$ cat config.mk
export PLATFORM = sky130hd
export DESIGN_NAME = pw_capture_timer
export DESIGN_NICKNAME = d
export VERILOG_FILES = /design/src/rtl/pwc_pkg.sv /design/src/rtl/pwc_edge_unit.sv /design/src/rtl/pwc_counter.sv /design/src/rtl/pwc_capture_reg.sv /design/src/rtl/pw_capture_timer.sv
export SDC_FILE = /design/constraint.sdc
export NUM_CORES = 1
export LEC_CHECK = 0
export BUFFER_PORTS_ARGS = -buffer_cell sky130_fd_sc_hd__buf_2
export CORE_MARGIN = 8
export CORE_UTILIZATION = 56
export DETAILED_ROUTE_END_ITERATION = 12
export HOLD_SLACK_MARGIN = 0.15
export PLACE_DENSITY_LB_ADDON = 0.15
export SYNTH_ARGS = -nofsm -noshare
export SYNTH_HDL_FRONTEND = slang
export SYNTH_SLANG_ARGS = --single-unit
$ cat constraint.sdc
create_clock -name clk -period 4.65 [get_ports clk]
set_input_delay 0.465 -clock clk [delete_from_list [all_inputs] [get_ports clk]]
set_output_delay 0.465 -clock clk [all_outputs]
set_load 0.02 [all_outputs]
$ cat src/rtl/pwc_pkg.sv
package pwc_pkg;

    typedef enum logic [1:0] {
        EDGE_OFF  = 2'b00,
        EDGE_RISE = 2'b01,
        EDGE_FALL = 2'b10,
        EDGE_ANY  = 2'b11
    } edge_mode_e;

    typedef struct packed {
        logic fire;
        logic pend;
    } edge_state_t;

    typedef struct packed {
        logic restart;
        logic wrap;
        logic step;
    } cnt_ctl_t;

    function automatic logic edge_match(edge_mode_e mode, logic cur, logic prev);
        logic rise;
        logic fall;
        rise = cur & ~prev;
        fall = ~cur & prev;
        case (mode)
            EDGE_RISE: edge_match = rise;
            EDGE_FALL: edge_match = fall;
            EDGE_ANY:  edge_match = rise | fall;
            default:   edge_match = 1'b0;
        endcase
    endfunction

endpackage

$ cat src/rtl/pwc_edge_unit.sv
module pwc_edge_unit
    import pwc_pkg::*;
#(
    parameter int SYNC_STAGES = 2
) (
    input  logic       clk,
    input  logic       rst,
    input  logic       run_i,
    input  logic       tick_i,
    input  logic       pin_i,
    input  edge_mode_e mode_i,
    output logic       fire_o
);

    localparam int MSB = SYNC_STAGES - 1;

    logic [SYNC_STAGES-1:0] sync_q;
    logic                   prev_q;
    edge_state_t            st_q;
    edge_state_t            st_d;
    logic                   seen;

    always_comb begin
        seen       = edge_match(mode_i, sync_q[MSB], prev_q) | st_q.pend;
        st_d.fire  = run_i & tick_i & seen;
        st_d.pend  = run_i & ~tick_i & seen;
    end

    always_ff @(posedge clk) begin
        if (rst) begin
            sync_q <= '0;
            prev_q <= 1'b0;
            st_q   <= '0;
        end else begin
            sync_q <= {sync_q[SYNC_STAGES-2:0], pin_i};
            prev_q <= sync_q[MSB];
            st_q   <= st_d;
        end
    end

    assign fire_o = st_d.fire;

    AST_PEND_DROP_IDLE: assert property (@(posedge clk) disable iff (rst)
        !run_i |=> !st_q.pend) else $error("pending survived stop");
    AST_PEND_FIRES: assert property (@(posedge clk) disable iff (rst)
        (st_q.pend && run_i && tick_i) |-> fire_o) else $error("pending edge lost");

endmodule

$ cat src/rtl/pwc_counter.sv
module pwc_counter
    import pwc_pkg::*;
#(
    parameter int CNT_W = 16
) (
    input  logic             clk,
    input  logic             rst,
    input  logic             run_i,
    input  logic             tick_i,
    input  logic             restart_i,
    output logic [CNT_W-1:0] cnt_o,
    output logic             wrap_o
);

    localparam logic [CNT_W-1:0] CNT_MAX = {CNT_W{1'b1}};

    logic [CNT_W-1:0] cnt_q;
    cnt_ctl_t         ctl;

    always_comb begin
        ctl.wrap    = run_i & tick_i & (cnt_q == CNT_MAX);
        ctl.restart = run_i & tick_i & restart_i;
        ctl.step    = run_i & tick_i & ~ctl.wrap & ~ctl.restart;
    end

    always_ff @(posedge clk) begin
        if (rst || !run_i) begin
            cnt_q <= '0;
        end else if (ctl.wrap || ctl.restart) begin
            cnt_q <= '0;
        end else if (ctl.step) begin
            cnt_q <= cnt_q + 1'b1;
        end
    end

    assign cnt_o  = cnt_q;
    assign wrap_o = ctl.wrap;

    AST_IDLE_ZERO: assert property (@(posedge clk) disable iff (rst)
        !run_i |=> cnt_q == '0) else $error("count not parked");
    AST_STEP_ONE: assert property (@(posedge clk) disable iff (rst)
        (run_i && tick_i && !restart_i && cnt_q != CNT_MAX) |=> cnt_q == CNT_W'($past(cnt_q) + 1'b1))
        else $error("count step wrong");
    AST_HOLD_NO_TICK: assert property (@(posedge clk) disable iff (rst)
        (run_i && !tick_i) |=> $stable(cnt_q)) else $error("count moved without tick");
    AST_WRAP_ZERO: assert property (@(posedge clk) disable iff (rst)
        (run_i && tick_i && cnt_q == CNT_MAX) |=> cnt_q == '0) else $error("wrap not to zero");

endmodule

$ cat src/rtl/pwc_capture_reg.sv
module pwc_capture_reg #(
    parameter int CNT_W = 16
) (
    input  logic             clk,
    input  logic             rst,
    input  logic             fire_i,
    input  logic [CNT_W-1:0] cnt_i,
    output logic [CNT_W-1:0] cap_o,
    output logic             irq_o
);

    logic [CNT_W-1:0] cap_q;
    logic             irq_q;

    always_ff @(posedge clk) begin
        if (rst) begin
            cap_q <= '0;
            irq_q <= 1'b0;
        end else begin
            irq_q <= fire_i;
            if (fire_i) begin
                cap_q <= cnt_i;
            end
        end
    end

    assign cap_o = cap_q;
    assign irq_o = irq_q;

    AST_CAP_LOAD: assert property (@(posedge clk) disable iff (rst)
        fire_i |=> (cap_q == $past(cnt_i)) && irq_q) else $error("capture load wrong");
    AST_CAP_KEEP: assert property (@(posedge clk) disable iff (rst)
        !fire_i |=> $stable(cap_q) && !irq_q) else $error("capture changed unprompted");

endmodule

$ cat src/rtl/pw_capture_timer.sv
module pw_capture_timer
    import pwc_pkg::*;
#(
    parameter int CNT_W       = 16,
    parameter int NUM_CH      = 2,
    parameter int SYNC_STAGES = 2
) (
    input  logic                    clk,
    input  logic                    rst,
    input  logic                    tick_i,
    input  logic                    run_i,
    input  logic [NUM_CH-1:0]       cap_in_i,
    input  logic [2*NUM_CH-1:0]     edge_sel_i,
    input  logic                    flag_clr_i,
    output logic [CNT_W-1:0]        count_o,
    output logic [NUM_CH*CNT_W-1:0] cap_val_o,
    output logic [NUM_CH-1:0]       cap_irq_o,
    output logic                    ovf_irq_o,
    output logic                    ovf_flag_o
);

    logic [NUM_CH-1:0] fire;
    logic [CNT_W-1:0]  cnt;
    logic              wrap;
    logic              any_fire;
    logic              ovf_irq_q;
    logic              ovf_flag_q;

    for (genvar c = 0; c < NUM_CH; c++) begin : g_ch
        pwc_edge_unit #(
            .SYNC_STAGES (SYNC_STAGES)
        ) u_edge (
            .clk    (clk),
            .rst    (rst),
            .run_i  (run_i),
            .tick_i (tick_i),
            .pin_i  (cap_in_i[c]),
            .mode_i (edge_mode_e'(edge_sel_i[2*c +: 2])),
            .fire_o (fire[c])
        );

        pwc_capture_reg #(
            .CNT_W (CNT_W)
        ) u_cap (
            .clk    (clk),
            .rst    (rst),
            .fire_i (fire[c]),
            .cnt_i  (cnt),
            .cap_o  (cap_val_o[c*CNT_W +: CNT_W]),
            .irq_o  (cap_irq_o[c])
        );
    end

    assign any_fire = |fire;

    pwc_counter #(
        .CNT_W (CNT_W)
    ) u_cnt (
        .clk       (clk),
        .rst       (rst),
        .run_i     (run_i),
        .tick_i    (tick_i),
        .restart_i (any_fire),
        .cnt_o     (cnt),
        .wrap_o    (wrap)
    );

    always_ff @(posedge clk) begin
        if (rst) begin
            ovf_irq_q  <= 1'b0;
            ovf_flag_q <= 1'b0;
        end else begin
            ovf_irq_q <= wrap;
            if (wrap) begin
                ovf_flag_q <= 1'b1;
            end else if (flag_clr_i) begin
                ovf_flag_q <= 1'b0;
            end
        end
    end

    assign count_o    = cnt;
    assign ovf_irq_o  = ovf_irq_q;
    assign ovf_flag_o = ovf_flag_q;

    AST_OVF_SETS_FLAG: assert property (@(posedge clk) disable iff (rst)
        ovf_irq_o |-> ovf_flag_o) else $error("overflow without flag");
    AST_FLAG_STICKY: assert property (@(posedge clk) disable iff (rst)
        (ovf_flag_o && !flag_clr_i) |=> ovf_flag_o) else $error("flag lost");
    AST_CAP_RESTARTS: assert property (@(posedge clk) disable iff (rst)
        (any_fire) |=> count_o == '0) else $error("capture did not restart count");
    AST_STOP_QUIET: assert property (@(posedge clk) disable iff (rst)
        !run_i |=> (cap_irq_o == '0) && !ovf_irq_o) else $error("interrupt while stopped");

endmodule

* Yosys cells after proc, flatten, opt, wreduce, memory -nomap -nowiden *
Index checks and enable logic that the tools add are counted.

operators by class
  mux-type cells = 4
  reduce and logical (&&, ||, !) cells = 6
  add/sub/neg operators = 1
  bitwise operators = 25
  equal/unequal tests = 7

operators with widths
  kind                   count
  $add 16x1->16 const B  1
  $eq 16x16->1 const B   1
  $and 1x1->1            14
  $eq 2x2->1 const B     4
  $not 1->1              7
  $pmux 1 s3             2
  $eq 2x1->1 const B     2
  $or 1x1->1             4
  $reduce_or 2->1        2
  $logic_or 1x1->1       2
  $mux 1                 2
  $reduce_bool 2->1      1
  $logic_not 1->1        1

storage, ports and cells
  output and inout bits = 52
  input port bits = 11
  logic and storage cells = 56
  bits in registers = 60

* Depth between registers and ports, before layout *
  depth in word-level cells = 10
  gate-level depth with buffers = 9
  mapped depth without buffers = 7

* Hierarchy *
Synthesis repeated with hierarchy kept, for this count alone.

unflattened totals
  cells, all modules = 254
  area, all modules = 2539.9 µm²

modules (own cells, without submodules)
  module            seq. area each (µm²)  area each (µm²)  instances  cells each
  pwc_capture_reg   340.3                 608.1            2          54
  pwc_counter       320.3                 877.1            1          99
  pwc_edge_unit     80.1                  188.9            2          20
  pw_capture_timer  40.0                  68.8             1          7

* Least setup slack after synthesis *
OpenSTA, ideal clock, no wires.

  kind = reg2reg
  start = reg u_cnt.cnt_q[6], in the netlist u_cnt.cnt_o[6]
  end = reg u_cnt.cnt_q[13], in the netlist u_cnt.cnt_o[13]
  cell stages (with the launch flop) = 8
  data required time = 4.534 ns
  setup slack = 2.563 ns
  buffers on the path = 2
  period minus slack after synthesis = 2.087 ns
  arrival time = 1.971 ns
  setup time = 0.116 ns
  cell sequence = dfxtp_1 clkbuf_2 nand4_1 or4_1 nand3_1 buf_4 nor2_1 o211a_1

on the way
  longest elaborated chain between the ends = 5
  elaborated cells between the ends (all ways) = 8
  those cells by class = 1 x add/sub; 1 x eq/ne; 4 x bitwise; 2 x reduce/logical

ends and longest elaborated chain
  item                                                   line               text
  start, declared                                        pwc_counter.sv:17  logic [CNT_W-1:0] cnt_q;
  start signal, assigned                                 pwc_counter.sv:32  cnt_q <= cnt_q + 1'b1;
  branches (longest 5 deep; another with $add 16x1->16)  --

Parallel ways; which one is timed is not known.
A chain may end at the register's enable or synchronous reset.

* Worst setup path after layout *
  start = reg g_ch[0].u_edge.prev_q
  end = reg u_cnt.cnt_q[2], in the netlist u_cnt.cnt_o[2]

on the way
  longest elaborated chain between the ends = 10
  elaborated cells between the ends (all ways) = 13
  those cells by class = 1 x mux; 9 x bitwise; 3 x reduce/logical

ends and longest elaborated chain
  item                                                             line                                  text
  start, declared                                                  pwc_edge_unit.sv:18                   logic prev_q;
  start signal, assigned                                           pwc_edge_unit.sv:36                   prev_q <= sync_q[MSB];
  $not 1->1                                                        pwc_pkg.sv:24                         rise = cur & ~prev;
  $and 1x1->1                                                      pwc_pkg.sv:24
  $or 1x1->1                                                       pwc_pkg.sv:29                         EDGE_ANY: edge_match = rise | fall;
  $pmux 1 s3 (*)                                                   pwc_pkg.sv:26                         case (mode)
  $or 1x1->1 (*)                                                   pwc_edge_unit.sv:24                   seen = edge_match(mode_i, sync_q[MSB], prev_q) | st_q.pend;
  $and 1x1->1 (*)                                                  pwc_edge_unit.sv:25                   st_d.fire = run_i & tick_i & seen;
  $reduce_or 2->1 (*)                                              pw_capture_timer.sv:54                assign any_fire = |fire;
  $and 1x1->1 (*)                                                  pwc_counter.sv:22                     ctl.restart = run_i & tick_i & restart_i;
  $logic_or 1x1->1 / $not 1->1 (equally long branches)             pwc_counter.sv:29, pwc_counter.sv:23
  $reduce_or 2->1 (no line) / $and 1x1->1 (equally long branches)  --

Mark *: on every way between the ends. The rest lies on a longest branch, timed or not.

==> flow_metrics.py <==
metrics = {
    "synth": {
        "yosysTopAreaCellShare_pct": 48.1,
        "synth_cells": 282,
        "synth-simple-area-share_pct": 24.0,
        "synth-async-reset-ratio_pct": 0,
        "synth_fp_nets": 298,
        "synth_edf_count": 0,
        "yosys.area.top_type": "dfxtp_1",
        "synth-seq-cells": 60,
        "yosys_warnings": 0,
        "synth_compound_area_share_pct": 14.1,
        "syn_area_mm2": 0.00250,
        "syn_avg_cell_area_um2": 8.86,
        "synth_top_family_by_area": "simple AND/OR/NAND/NOR gates",
        "synthMuxAreaShare_pct": 6.41,
        "synth_ff_type": "dfxtp_1",
        "synth-xor-area-share_pct": 0,
        "synth-adder-area-share_pct": 2.50,
        "ys_types": 38,
        "ys_seq_area_share_pct": 48.1,
        "synth.area.top_cells": "dfxtp_1, nand2_1, mux2i_1",
    },
    "worst_setup_path": {
        "critPathLaunchType": "flip-flop",
        "worstSetupPathType": "flip-flop to flip-flop",
        "slowest_stage": "or4_1",
        "cp_num_buf_inv": 1,
        "crit_cells": 7,
        "critical_path.endpoint": "u_cnt.cnt_o[2]",
        "crit_chain": "inv_1 -> ha_1 -> or2_1 -> a311oi_4 -> nand3_1 -> or4_1 -> a21oi_1",
        "worstReg2RegStart": "g_ch[0].u_edge.prev_q",
        "worstSetupEndpointType": "flip-flop",
        "worst_ep_required_time_ps": 4920,
        "arrival_ps": 2700,
        "crit_family": "simple AND/OR/NAND/NOR gates",
        "r2r_setup_slack_ps": 2220,
        "reg2reg_depth": 7,
        "critPathLaunch": "g_ch[0].u_edge.prev_q",
        "slowest_delay_ps": 600,
        "path_max_fanout": 16,
        "rr_endpoint": "u_cnt.cnt_o[2]",
    },
    "status": {
        "run_status": "complete, no violations",
    },
    "global_route": {
        "grt_use_total_pct": 18.6,
        "grt-ovfl-total": 0,
        "grt_max_degree": 44,
        "antenna_found_initial": 0,
        "grt_pass1_vias": 2068,
        "grt_pass1_wl_um": 9670,
    },
    "die": {
        "initial_utilization_pct": 57.8,
        "rows": 24,
        "die_w_um": 82.8,
        "coreArea_mm2": 0.00432,
        "boundaryPins": 63,
        "die_h_um": 82.8,
        "dieArea_mm2": 0.00686,
    },
    "sta": {
        "fin_setup_tns_ps": 0,
        "finalCritPeriodShare_pct": 52.2,
        "slew_viol_final": 0,
        "max_freq_ghz": 0.412,
        "hold-worst-slack_ps": 335,
        "worst_pin_slew_ps": 1010,
        "setup_ws_ps": 2220,
        "final.setup_skew_ps": 5.73,
        "fin_crit_ps": 2430,
        "rsz0062_at_grt": "no",
        "relSlewSlack_pct": 32.1,
        "final_hold_viol_count": 0,
        "setup_viol": 0,
    },
    "clocking": {
        "cts_hold_buf": 0,
        "clkTransAtPathRegs_ps": 60,
        "cts.sinks": 60,
        "clock_latency_ps": 340,
        "cts_setup_buffers": 0,
        "cts_tree": "yes",
        "cts-root-buf": "clkbuf_8",
        "clockBufferDepth": 2,
        "ctsResizeCount": 0,
        "numCtsBuffers": 9,
        "htree_num_levels": 3,
    },
    "place": {
        "dp_hpwl_um": 4090,
        "dp_slack_ps": 2180,
        "io_buffers": 62,
        "placed_cell_area_mm2": 0.00280,
        "routabilityCongestion": 0.848,
    },
    "detailed_routing": {
        "drc": 0,
        "wire_per_inst_um": 14.8,
        "viasPerCell": 5.56,
        "dr.pass1.iters": 4,
        "drt-total-wl_um": 5870,
        "vias": 2206,
        "drt_iter0_drc": 107,
        "ant_nets": 0,
    },
    "cells_and_area": {
        "stdcell_area_mm2": 0.00302,
        "drive_gt1_share_pct": 24.9,
        "antennaDiodeCount": 0,
        "area_growth_pct": 20.7,
        "fin_util_pct": 69.8,
        "nets": 356,
    },
    "min_path": {
        "worstHoldStart": "cap_in_i[0]",
        "hold_path_class": "primary input to flip-flop",
    },
    "pwr": {
        "vdd_drop_max_mv": 0.221,
        "power_density_mw_per_mm2": 353,
        "power.leakage_nw": 1.21,
    },
    "flow_run": {
        "cap_violations": 0,
    },
}
-- final cells by class --
class | count | area, um^2
clock buffers | 11 | 141
flip-flops and latches | 60 | 1200
clock inverters | 5 | 75.1
multi-input cells | 196 | 1170
inverters | 9 | 33.8
repair buffers | 64 | 325
fillers | 356 | 1310
well taps | 52 | 65.1
-- cells by family after synthesis --
family,count (synthesis)
flops,60
fa+ha+maj,5
compound gates,55
buf+inv,26
simple gates,120
mux,16
-- how the worst min path moves through the flow --
stage / cells past startpoint / end
after floorplan: 1 / g_ch[0].u_edge.sync_q[1]
after global placement: 1 / g_ch[1].u_edge.sync_q[1]
after detailed placement: 1 / g_ch[0].u_edge.sync_q[1]
after CTS: 2 / g_ch[0].u_edge.sync_q[0]
after global routing: 2 / g_ch[0].u_edge.sync_q[0]
final: 2 / g_ch[0].u_edge.sync_q[0]
-- report_power, final --
group          total [mW]  internal [mW]  switching (mW)
Combinational      0.0379         0.0116          0.0263
Clock               0.510          0.313           0.196
Sequential          0.518          0.517         0.00150
Total                1.07          0.842           0.224
-- cell usage after synthesis (2+ instances only) --
cell and number:
nand3_1 7, nor2b_1 7, clkbuf_1 8, mux2i_1 16, nor3_1 2, ha_1 5, nand4_1 3, nand2_1 44
o21ai_0 4, o31ai_1 10, buf_4 3, or3_1 7, nor2_1 24, dfxtp_1 60, and3_1 3, buf_2 4
nand2b_1 3, or2_2 2, or4_1 11, inv_1 9, a21oi_1 30, nor4_1 3, a211oi_1 2
-- layout by cell type, fill, tap and decap left out, types with 9 or more instances in the layout --
cell / instances
clkbuf_8: 10
buf_2: 62
mux2i_1: 16
o31ai_1: 10
nor2_1: 24
or4_1: 11
dfxtp_1: 60
nand2_1: 44
inv_1: 9
a21oi_1: 30
-- registers in the layout, summed over array words and instances, names as in the netlist --
register and cells:
ovf_flag_o 1, u_cnt.cnt_o 16, ovf_irq_o 1, g_ch.u_cap.irq_o 2, g_ch.u_edge.sync_q 4, g_ch.u_edge.prev_q 2
g_ch.u_edge.st_q 2, g_ch.u_cap.cap_o 32
-- stage by stage --
stage	cells	total power [mW]
after floorplan	282	0.559
after global placement	381	0.567
after detailed placement	381	0.568
after CTS	397	1.08
after global routing	397	1.10
final	397	1.07
-- metal layers --
metal	vias up	routed length, um	track usage (%)	share of wire (%)
met5	-	0	0	0
met4	0	134	12.1	2.3
met3	11	507	5.17	8.6
met2	64	2580	26.7	44
met1	1031	2650	23.9	45
li1	1100	-	-	-
(Power assumes the default switching activity.)
